==> config.mk <==
export PLATFORM = sky130hd
export DESIGN_NAME = pt_walker
export DESIGN_NICKNAME = d
export VERILOG_FILES = /design/src/rtl/pt_walker_pkg.sv /design/src/rtl/pt_root_reg.sv /design/src/rtl/pt_addr_gen.sv /design/src/rtl/pt_entry_check.sv /design/src/rtl/pt_walk_fsm.sv /design/src/rtl/pt_walker.sv
export SDC_FILE = /design/constraint.sdc
export NUM_CORES = 1
export LEC_CHECK = 0
export CAP_MARGIN = 20
export CORE_MARGIN = 4
export CORE_UTILIZATION = 40
export CTS_BUF_LIST = sky130_fd_sc_hd__clkbuf_8
export DETAILED_ROUTE_END_ITERATION = 10
export DONT_BUFFER_PORTS = 1
export PLACE_DENSITY = 0.61
export SLEW_MARGIN = 20
export SYNTH_ARGS = -nofsm -noshare
export SYNTH_HDL_FRONTEND = slang
export SYNTH_SLANG_ARGS = --single-unit
==> constraint.sdc <==
create_clock -name clk -period 2.45 [get_ports clk]
set_clock_uncertainty 0.1 [all_clocks]
set_input_delay 0.49 -clock clk [delete_from_list [all_inputs] [get_ports clk]]
set_output_delay 0.49 -clock clk [all_outputs]
set_load 0.05 [all_outputs]
==> src/rtl/pt_walker_pkg.sv <==
// Package: shared codes for the two-level walker.
// Assumes entries keep their grant bits in the lowest three positions.
package pt_walker_pkg;
    typedef enum logic [1:0] {
        ACC_READ  = 2'd0,
        ACC_WRITE = 2'd1,
        ACC_FETCH = 2'd2
    } access_e;

    typedef enum logic [1:0] {
        CAUSE_NONE   = 2'd0,
        CAUSE_ABSENT = 2'd1,
        CAUSE_PERM   = 2'd2
    } cause_e;

    typedef enum logic [2:0] {
        ST_IDLE    = 3'd0,
        ST_READ_L1 = 3'd1,
        ST_WAIT_L1 = 3'd2,
        ST_READ_L2 = 3'd3,
        ST_WAIT_L2 = 3'd4,
        ST_DONE    = 3'd5
    } walk_state_e;

    localparam int GRANT_R = 0;
    localparam int GRANT_W = 1;
    localparam int GRANT_X = 2;
endpackage

==> src/rtl/pt_root_reg.sv <==
// Module: holds the frame number of the top-level table.
// Assumes a load is honoured only when the privilege input is high.
module pt_root_reg #(
    parameter int FRAME_W = 26
) (
    input  logic               clk,
    input  logic               rst_n,
    input  logic               wr_en,
    input  logic               priv,
    input  logic [FRAME_W-1:0] wr_frame,
    output logic [FRAME_W-1:0] root_frame
);
    // Guarded load of the root frame.
    always_ff @(posedge clk) begin
        if (!rst_n) begin
            root_frame <= '0;
        end else if (wr_en && priv) begin
            root_frame <= wr_frame;
        end
    end
endmodule

==> src/rtl/pt_addr_gen.sv <==
// Module: forms the byte address of a table entry.
// Assumes tables are page aligned and entries are 2**ENTRY_LG bytes.
module pt_addr_gen #(
    parameter int FRAME_W  = 26,
    parameter int OFF_W    = 12,
    parameter int IDX_W    = 10,
    parameter int ENTRY_LG = 2,
    localparam int PA_W    = FRAME_W + OFF_W
) (
    input  logic [FRAME_W-1:0] tbl_frame,
    input  logic [IDX_W-1:0]   idx,
    output logic [PA_W-1:0]    addr
);
    logic [PA_W-1:0] base;
    logic [PA_W-1:0] disp;

    // Table base plus scaled index.
    always_comb begin
        base = {tbl_frame, {OFF_W{1'b0}}};
        disp = PA_W'(idx) << ENTRY_LG;
        addr = base + disp;
    end
endmodule

==> src/rtl/pt_entry_check.sv <==
// Module: decodes one table entry and tests it against the access kind.
// Assumes grant bits R, W and X sit in the lowest three flag positions.
module pt_entry_check
    import pt_walker_pkg::*;
#(
    parameter int ENTRY_W = 32,
    parameter int FRAME_W = 26,
    localparam int FLAG_W = ENTRY_W - FRAME_W
) (
    input  logic [ENTRY_W-1:0] entry,
    input  logic [1:0]         access,
    output logic               present,
    output logic               allowed,
    output logic [FRAME_W-1:0] frame
);
    localparam logic [FLAG_W-1:0] GRANT_MASK = FLAG_W'(3'b111);
    logic [FLAG_W-1:0] grants;

    // Split the entry and look up the grant for the access kind.
    always_comb begin
        frame   = entry[ENTRY_W-1 -: FRAME_W];
        grants  = entry[FLAG_W-1:0] & GRANT_MASK;
        present = |grants;
        unique case (access)
            ACC_READ:  allowed = grants[GRANT_R];
            ACC_WRITE: allowed = grants[GRANT_W];
            ACC_FETCH: allowed = grants[GRANT_X];
            default:   allowed = 1'b0;
        endcase
    end
endmodule

==> src/rtl/pt_walk_fsm.sv <==
// Module: sequences the two table reads and builds the result.
// Assumes memory returns exactly one response per request pulse.
module pt_walk_fsm
    import pt_walker_pkg::*;
#(
    parameter int VA_W    = 32,
    parameter int OFF_W   = 12,
    parameter int IDX_W   = 10,
    parameter int FRAME_W = 26,
    localparam int PA_W   = FRAME_W + OFF_W
) (
    input  logic               clk,
    input  logic               rst_n,
    input  logic               req_valid,
    output logic               req_ready,
    input  logic [VA_W-1:0]    req_vaddr,
    input  logic [1:0]         req_access,
    input  logic [FRAME_W-1:0] root_frame,
    input  logic               mem_rsp_valid,
    input  logic               chk_present,
    input  logic               chk_allowed,
    input  logic [FRAME_W-1:0] chk_frame,
    output logic               mem_req_valid,
    output logic [FRAME_W-1:0] gen_frame,
    output logic [IDX_W-1:0]   gen_idx,
    output logic [1:0]         access_q,
    output logic               res_valid,
    output logic               res_fault,
    output logic [1:0]         res_cause,
    output logic [PA_W-1:0]    res_paddr
);
    walk_state_e        state;
    logic [VA_W-1:0]    va_q;
    logic [FRAME_W-1:0] l2_tbl_q;
    logic               second_lvl;

    // Walk state, captured request and result registers.
    always_ff @(posedge clk) begin
        if (!rst_n) begin
            state     <= ST_IDLE;
            va_q      <= '0;
            access_q  <= '0;
            l2_tbl_q  <= '0;
            res_fault <= 1'b0;
            res_cause <= CAUSE_NONE;
            res_paddr <= '0;
        end else begin
            unique case (state)
                ST_IDLE: begin
                    if (req_valid) begin
                        va_q     <= req_vaddr;
                        access_q <= req_access;
                        state    <= ST_READ_L1;
                    end
                end
                ST_READ_L1: state <= ST_WAIT_L1;
                ST_WAIT_L1: begin
                    if (mem_rsp_valid) begin
                        if (!chk_present) begin
                            res_fault <= 1'b1;
                            res_cause <= CAUSE_ABSENT;
                            res_paddr <= '0;
                            state     <= ST_DONE;
                        end else begin
                            l2_tbl_q <= chk_frame;
                            state    <= ST_READ_L2;
                        end
                    end
                end
                ST_READ_L2: state <= ST_WAIT_L2;
                ST_WAIT_L2: begin
                    if (mem_rsp_valid) begin
                        if (!chk_present) begin
                            res_fault <= 1'b1;
                            res_cause <= CAUSE_ABSENT;
                            res_paddr <= '0;
                        end else if (!chk_allowed) begin
                            res_fault <= 1'b1;
                            res_cause <= CAUSE_PERM;
                            res_paddr <= '0;
                        end else begin
                            res_fault <= 1'b0;
                            res_cause <= CAUSE_NONE;
                            res_paddr <= {chk_frame, va_q[OFF_W-1:0]};
                        end
                        state <= ST_DONE;
                    end
                end
                ST_DONE: state <= ST_IDLE;
                default: state <= ST_IDLE;
            endcase
        end
    end

    // Handshake outputs and address-generator operand select.
    always_comb begin
        req_ready     = (state == ST_IDLE);
        res_valid     = (state == ST_DONE);
        mem_req_valid = (state == ST_READ_L1) || (state == ST_READ_L2);
        second_lvl    = (state == ST_READ_L2) || (state == ST_WAIT_L2);
        gen_frame     = second_lvl ? l2_tbl_q : root_frame;
        gen_idx       = second_lvl ? va_q[OFF_W +: IDX_W] : va_q[VA_W-1 -: IDX_W];
    end
endmodule

==> src/rtl/pt_walker.sv <==
// Module: top of the two-level page table walker.
// Assumes VA_W equals OFF_W plus two table indices.
module pt_walker #(
    parameter int VA_W     = 32,
    parameter int OFF_W    = 12,
    parameter int IDX_W    = 10,
    parameter int FRAME_W  = 26,
    parameter int ENTRY_W  = 32,
    localparam int PA_W    = FRAME_W + OFF_W,
    localparam int ENTRY_LG = $clog2(ENTRY_W / 8)
) (
    input  logic               clk,
    input  logic               rst_n,
    input  logic               root_wr_en,
    input  logic               root_priv,
    input  logic [FRAME_W-1:0] root_wr_frame,
    input  logic               req_valid,
    output logic               req_ready,
    input  logic [VA_W-1:0]    req_vaddr,
    input  logic [1:0]         req_access,
    output logic               mem_req_valid,
    output logic [PA_W-1:0]    mem_req_addr,
    input  logic               mem_rsp_valid,
    input  logic [ENTRY_W-1:0] mem_rsp_data,
    output logic               res_valid,
    output logic               res_fault,
    output logic [1:0]         res_cause,
    output logic [PA_W-1:0]    res_paddr
);
    logic [FRAME_W-1:0] root_frame;
    logic [FRAME_W-1:0] gen_frame;
    logic [IDX_W-1:0]   gen_idx;
    logic [1:0]         access_q;
    logic               chk_present;
    logic               chk_allowed;
    logic [FRAME_W-1:0] chk_frame;

    pt_root_reg #(.FRAME_W(FRAME_W)) u_root (
        .clk        (clk),
        .rst_n      (rst_n),
        .wr_en      (root_wr_en),
        .priv       (root_priv),
        .wr_frame   (root_wr_frame),
        .root_frame (root_frame)
    );

    pt_addr_gen #(
        .FRAME_W (FRAME_W),
        .OFF_W   (OFF_W),
        .IDX_W   (IDX_W),
        .ENTRY_LG(ENTRY_LG)
    ) u_agen (
        .tbl_frame (gen_frame),
        .idx       (gen_idx),
        .addr      (mem_req_addr)
    );

    pt_entry_check #(
        .ENTRY_W (ENTRY_W),
        .FRAME_W (FRAME_W)
    ) u_echk (
        .entry   (mem_rsp_data),
        .access  (access_q),
        .present (chk_present),
        .allowed (chk_allowed),
        .frame   (chk_frame)
    );

    pt_walk_fsm #(
        .VA_W    (VA_W),
        .OFF_W   (OFF_W),
        .IDX_W   (IDX_W),
        .FRAME_W (FRAME_W)
    ) u_fsm (
        .clk           (clk),
        .rst_n         (rst_n),
        .req_valid     (req_valid),
        .req_ready     (req_ready),
        .req_vaddr     (req_vaddr),
        .req_access    (req_access),
        .root_frame    (root_frame),
        .mem_rsp_valid (mem_rsp_valid),
        .chk_present   (chk_present),
        .chk_allowed   (chk_allowed),
        .chk_frame     (chk_frame),
        .mem_req_valid (mem_req_valid),
        .gen_frame     (gen_frame),
        .gen_idx       (gen_idx),
        .access_q      (access_q),
        .res_valid     (res_valid),
        .res_fault     (res_fault),
        .res_cause     (res_cause),
        .res_paddr     (res_paddr)
    );
endmodule

## After elaboration in Yosys (flattened, before gate mapping)

Index checks and enable logic that the tools add are counted.

- Memory bits (writable): 0
- ROM bits: 0
- Flip-flop bits (word level): 130
- Latch bits: 0
- Bits of input ports: 98
- Word-level logic and storage cells: 57
- Memories: 0

- Multipliers: 0
- Mux-type cells: 26
- Shift operators: 0
- Reductions and logical operators: 11
- $add $sub $neg: 1
- Equal/unequal tests: 11
- Magnitude comparators: 0
- Divide/modulo/power cells: 0
- Bitwise operators: 0

Operators with widths:

| cell | number |
|---|---|
| 2-to-1 mux 38 bit | 5 |
| one-hot mux 38 bit (2 select lines) | 1 |
| adder 38 x 12 -> 38 bit | 1 |
| 2-to-1 mux 26 bit | 1 |
| one-hot mux 3 bit (5 select lines) | 1 |
| 2-to-1 mux 3 bit | 4 |
| 2-to-1 mux 10 bit | 1 |
| 2-to-1 mux 2 bit | 5 |
| != test 2 bit, second input constant | 4 |
| equality test 3 x 2 -> 1 bit, second input constant | 2 |
| equality test 3 bit, second input constant | 2 |
| AND reduction 3 bit | 2 |
| 2-to-1 mux 1 bit | 5 |
| one-hot mux 2 bit (2 select lines) | 1 |
| AND reduction 4 bit | 1 |
| equality test 3 x 1 -> 1 bit, second input constant | 1 |
| zero test 3 bit | 1 |
| one-hot mux 1 bit (3 select lines) | 1 |
| OR reduction 3 bit | 1 |
| equality test 2 x 1 -> 1 bit, second input constant | 1 |
| equality test 2 bit, second input constant | 1 |
| zero test 2 bit | 1 |
| logical OR 1 bit | 2 |
| one-hot mux 1 bit (2 select lines) | 1 |
| other kinds (3) | 3 |

## Depth between registers and ports, before layout

- Depth in word-level cells: 6
- Depth in mapped cells: 7
- Depth with buffers taken out: 4

## By module

Synthesis repeated with hierarchy kept, for this count alone.

- Cells, all modules: 754
- Area total of the unflattened synthesis: 6453.7 sq um

Modules (own cells, without submodules):

| module | cells each | instances | area each (sq um) |
|---|---|---|---|
| pt_walk_fsm | 565 | 1 | 4847.1 |
| pt_root_reg | 120 | 1 | 1093.5 |
| pt_addr_gen | 39 | 1 | 289.0 |
| pt_entry_check | 30 | 1 | 224.0 |

## Worst setup path before layout

Ideal clock, no wire load.

- Path type: flip-flop to output port
- Start point: register u_fsm.state[0]
- End point: output port mem_req_addr[3]
- Stages on the path, launching flop included: 6
- Setup slack: 0.174 ns
- Data arrival time: 1.686 ns
- Required time: 1.860 ns
- Path buffers: 2
- Cell sequence: dfxtp_1 -> buf_2 -> and2b_1 -> a21oi_4 -> buf_4 -> mux2_1

- Word-level cells in the longest chain between the ends: 4
- Elaborated cells between the ends (all ways): 5
- Classes of those cells: add/sub: 1; eq/ne: 2; mux: 1; reduce/logical: 1

RTL lines:

| item | RTL line | source |
|---|---|---|
| from (decl) | pt_walk_fsm.sv:32 | `walk_state_e state;` |
| from (signal assigned) | pt_walk_fsm.sv:40 | `state <= ST_IDLE;` |
| from (signal assigned) | pt_walk_fsm.sv:53 | `state <= ST_READ_L1;` |
| from (signal assigned) | pt_walk_fsm.sv:56 | `ST_READ_L1: state <= ST_WAIT_L1;` |
| equality test 3 x 2 -> 1 bit / equality test 3 bit (equally long branches) | pt_walk_fsm.sv:100 | `second_lvl = (state == ST_READ_L2) \|\| (state == ST_WAIT_L2);` |
| logical OR 1 bit * | pt_walk_fsm.sv:100 |  |
| 2-to-1 mux 10 bit * | pt_walk_fsm.sv:102 | `gen_idx = second_lvl ? va_q[OFF_W +: IDX_W] : va_q[VA_W-1 -: IDX_W];` |
| adder 38 x 12 -> 38 bit * | pt_addr_gen.sv:21 | `addr = base + disp;` |
| to (decl) | pt_walker.sv:22 | `output logic [PA_W-1:0] mem_req_addr,` |

Mark *: on every way between the ends. The rest lies on a longest branch, timed or not.

## Worst setup path after layout

- Start point: register u_fsm.state[2]
- End point: output port mem_req_addr[4]

The elaborated chain is that of the path after synthesis.

==> summary by stage <==
Placement
The total of buffers placed on input and output ports is 0. Routability-driven placement finished with a final weighted congestion of between 0.7 and 0.8. Summed over all nets, the half-perimeter wirelength after detailed placement is about 8700 µm.

The post-place instance area is ~5100 µm².

Logic synthesis
The share of Yosys cell area claimed by the top area cell type is between 50 and 60%. The most used standard cell by instance count after synthesis is sky130_fd_sc_hd__nand2_1. The average instance area after synthesis is 9.02 µm². The combinational family with the most area after synthesis is compound AO/OA/AOI/OAI gates. The distinct cell type count after synthesis is 35.

The share of synthesized cell area in full adder, half adder and majority cells is 0%. In the synthesized netlist, the number of instances is 552. The cell area after synthesis is between 4000 and 5000 µm². Measured against the total synthesized area, the mux share comes to between 8 and 9%. Yosys attributes the largest share of cell area to sky130_fd_sc_hd__dfxtp_1, sky130_fd_sc_hd__nand2_1, sky130_fd_sc_hd__a21oi_1. The share of the synthesized netlist area taken by xor and xnor gates is 0%. For this run, asynchronously set or reset flops after synthesis account for 0%.

The simple-gate share of the synthesized area is between 15 and 20%. Of all cell types, the one taking the most synthesized area is sky130_fd_sc_hd__dfxtp_1. By count the netlist is led by sky130_fd_sc_hd__nand2_1, sky130_fd_sc_hd__dfxtp_1, sky130_fd_sc_hd__a21oi_1.

The fraction of the mapped netlist area in compound gates is 17.5%. During synthesis, Yosys emitted a total of 0 warnings. The synthesized design contains 0 enable-type register cells. The most used flip-flop cell after synthesis is sky130_fd_sc_hd__dfxtp_1. The proportion of synthesized chip area in sequential cells is 52.3%.

In this run, synthesis produced a sequential element count of 130.

Floorplanning
The floorplan has 40 rows. The width of the die is around 120 µm. The die covers about 14000 µm². The total area inside the core boundary comes to approximately 12000 µm². In this run the vertical extent of the chip is roughly 120 µm. The initial utilization of the core area, before any placement, comes to 41.1%.

For this design the top-level I/O count stands at 180.

Clock network
In this run the number of H-tree levels came out at 4. TritonCTS built the clock tree. The library cell used as clock root buffer is sky130_fd_sc_hd__clkbuf_8. The number of clock buffers added by TritonCTS is 17. The worst-skew pair later-pin latency is 0.43 ns. In this run the deepest clock path goes through 2 buffers.

The sink count of the clock tree is 130. The clock edge transition at the registers on the reported setup and hold paths is 0.07 ns.

GRT
The initial antenna violation count is 0. Entering global routing, the biggest net connects 91 pins. The via count of the first global-routing pass is between 3000 and 4000. The overall fraction of global-route tracks in use is about 18%. The first global-routing pass estimated 20500 µm of wire. The total overflow left after global routing is 0.

Route
Dividing the detail-routed wire length by the instance count gives around 18 µm. Summing over every cut layer, the via total after detailed routing is a little under 4000. Before antenna repair, the detailed router went through 4 iterations. The number of design rule violations left after detail routing is 0. The total detailed-routing wirelength is between 10000 and 15000 µm. The detail route stage leaves a number of antenna-violating nets equal to 0. Using the TritonRoute via totals, the vias-per-cell ratio works out to 5.26. The initial detailed-routing violation count is 180.

Timing
The worst slew margin relative to its limit is between 30% and 40%. The slack of the critical path is -0.172 ns. At the pin with the least slew margin, the transition time is between 0.9 and 1 ns. The number of slew-limit violations in the final report is 0. The final critical path takes up 107% of the cycle.

The number of failing setup endpoints in the final timing report is 36. Setup repair after global routing could not meet its margin everywhere. For the final routed database, the setup TNS stands at -4.91 ns. The hold violation count in the final report is 0.

The shortest clock period the worst path allows after layout is ~2.6 ns. Based on the critical path, the design can be clocked at up to between 300 and 400 MHz.

Worst setup path
The startpoint-to-endpoint class of the critical path is flop to output port. Counting stages on the worst path, the most repeated cell is sky130_fd_sc_hd__and2b_1. The worst-path maximum fanout is 8. For this run, the slowest stage of the critical path takes 0.47 ns.

The arrival time reported for the critical path endpoint is between 2 and 2.5 ns. The type of element capturing the critical path is an output port. The worst reg-to-reg setup slack is approximately 0.55 ns.

The nature of the critical path startpoint is a flop. The cell with the largest stage delay on the worst path is sky130_fd_sc_hd__mux2_2. The critical path goes through and2b_1 > and2b_1 > a21oi_4 > buf_4 > buf_8 > mux2_2.

Data on the critical path is required at its endpoint by around 1.9 ns. The number of cells on the worst reg-to-reg path is 7.

Min path
The path class of the tightest hold or removal check is primary input to flop. The worst hold path cell count is 1.

Job
Across the run, the number of max-cap violations was 0.

Power
The leakage power is 0.00227 µW. Dividing total power by cell area gives a power density of between 800 and 900 nW/µm². IR analysis of the VDD net gives a maximum drop of around 0.40 mV.

Run status
The flow ran to the end, but the final reports show violations. The final reports fail on setup timing.

Layout
The repair_antennas step left the layout with diodes totalling 0. The filler cell count is 1202. In the final design database the tool counted 659 nets. The area of all placed cells without fillers is slightly below 6000 µm². The proportion of layout cells with a drive suffix above 1 is between 10% and 20%. From synthesis to final layout, the design area changed by 16.5%.
-- kinds of logic after synthesis --
kind of cell	after synthesis
flip-flops	130
AND/OR/NAND/NOR	201
multiplexers	38
AO/OA/AOI/OAI	140
buffers and inverters	42
other	1
-- area by class of cell --
cell class | instances | area (µm²) | share of cell area [%]
Sequential cell | 130 | 2600 | 44.9
Multi-Input combinational cell | 381 | 2290 | 39.5
Timing Repair Buffer | 30 | 308 | 5.30
Clock buffer | 18 | 248 | 4.27
Tap cell | 168 | 210 | 3.62
Clock inverter | 8 | 140 | 2.41
Inverter | 1 | 3.75 | 0.0647
-- sequential cells by signal (all words and copies together), names as in the netlist --
register           flops
u_fsm.res_fault        1
u_fsm.va_q            32
u_fsm.l2_tbl_q        26
u_fsm.res_cause        2
u_fsm.access_q         2
u_root.root_frame     26
u_fsm.state            3
u_fsm.res_paddr       38
-- worst max-delay path, delay by kind of cell (launching register included) --
kind	cells	cell delay, ns
AOI/OAI and AO/OA	1	0.15
DFF	1	0.35
muxes	1	0.47
and+or+nand+nor	2	0.36
buffers and inverters	2	0.27
-- power by group --
part           internal, µW  total, µW  switching (µW)
sequential             2200       2250            57.2
clock                  1090       1850             754
combinational           194        589             395
-- repair_timing --
action | in CTS | in global routing
pin swaps | 1 | 0
cloned | 0 | 2
hold endpoints to repair | 0 | 0
endpoints found under the setup margin | 36 | 36
gates resized for setup | 38 | 7
hold buffers | 0 | 0
buffers inserted | 1 | 6
-- worst paths after layout --
path             startpoint             endpoint
max          u_fsm.state[2]      mem_req_addr[4]
min reg2reg  u_fsm.va_q[18]       u_fsm.va_q[18]
min                   rst_n       u_fsm.state[2]
max reg2reg  u_fsm.state[1]  u_fsm.res_paddr[33]
-- stage by stage --
step	instances	worst slack (ns)	hold WS (ns)	total power, µW	utilization, %
floorplan	553	0.174	0.332	2730	-
global placement	701	0.213	0.340	2820	42.5
detailed placement	701	0.191	0.346	2830	42.5
CTS	728	-0.217	0.0419	4720	46.9
global route	736	-0.261	0.0364	4900	47.9
finish	736	-0.172	0.0712	4690	47.9
-- routing by layer --
metal / global-route usage (%) / vias to the layer above / share of wire (%) / wire length (µm)
met5: 0 / - / 0 / 0
met4: 7.02 / 0 / 1.6 / 204
met3: 7.73 / 15 / 10 / 1310
met2: 29.9 / 148 / 48 / 6230
met1: 20.5 / 1821 / 40 / 5230
li1: - / 1890 / - / -
-- cell usage in the layout (no fill, tap or decap), drive strengths merged, types with 4 or more instances in the layout --
cell type / synthesis / final
bufinv: 0 / 4
and2b: 4 / 4
buf: 26 / 28
nor3: 6 / 6
mux2: 36 / 36
dfxtp: 130 / 130
clkinv: 0 / 4
nand2: 175 / 175
a21oi: 92 / 92
a22o: 38 / 38
clkbuf: 15 / 20
No activity file was read; power rests on OpenSTA's default activity.
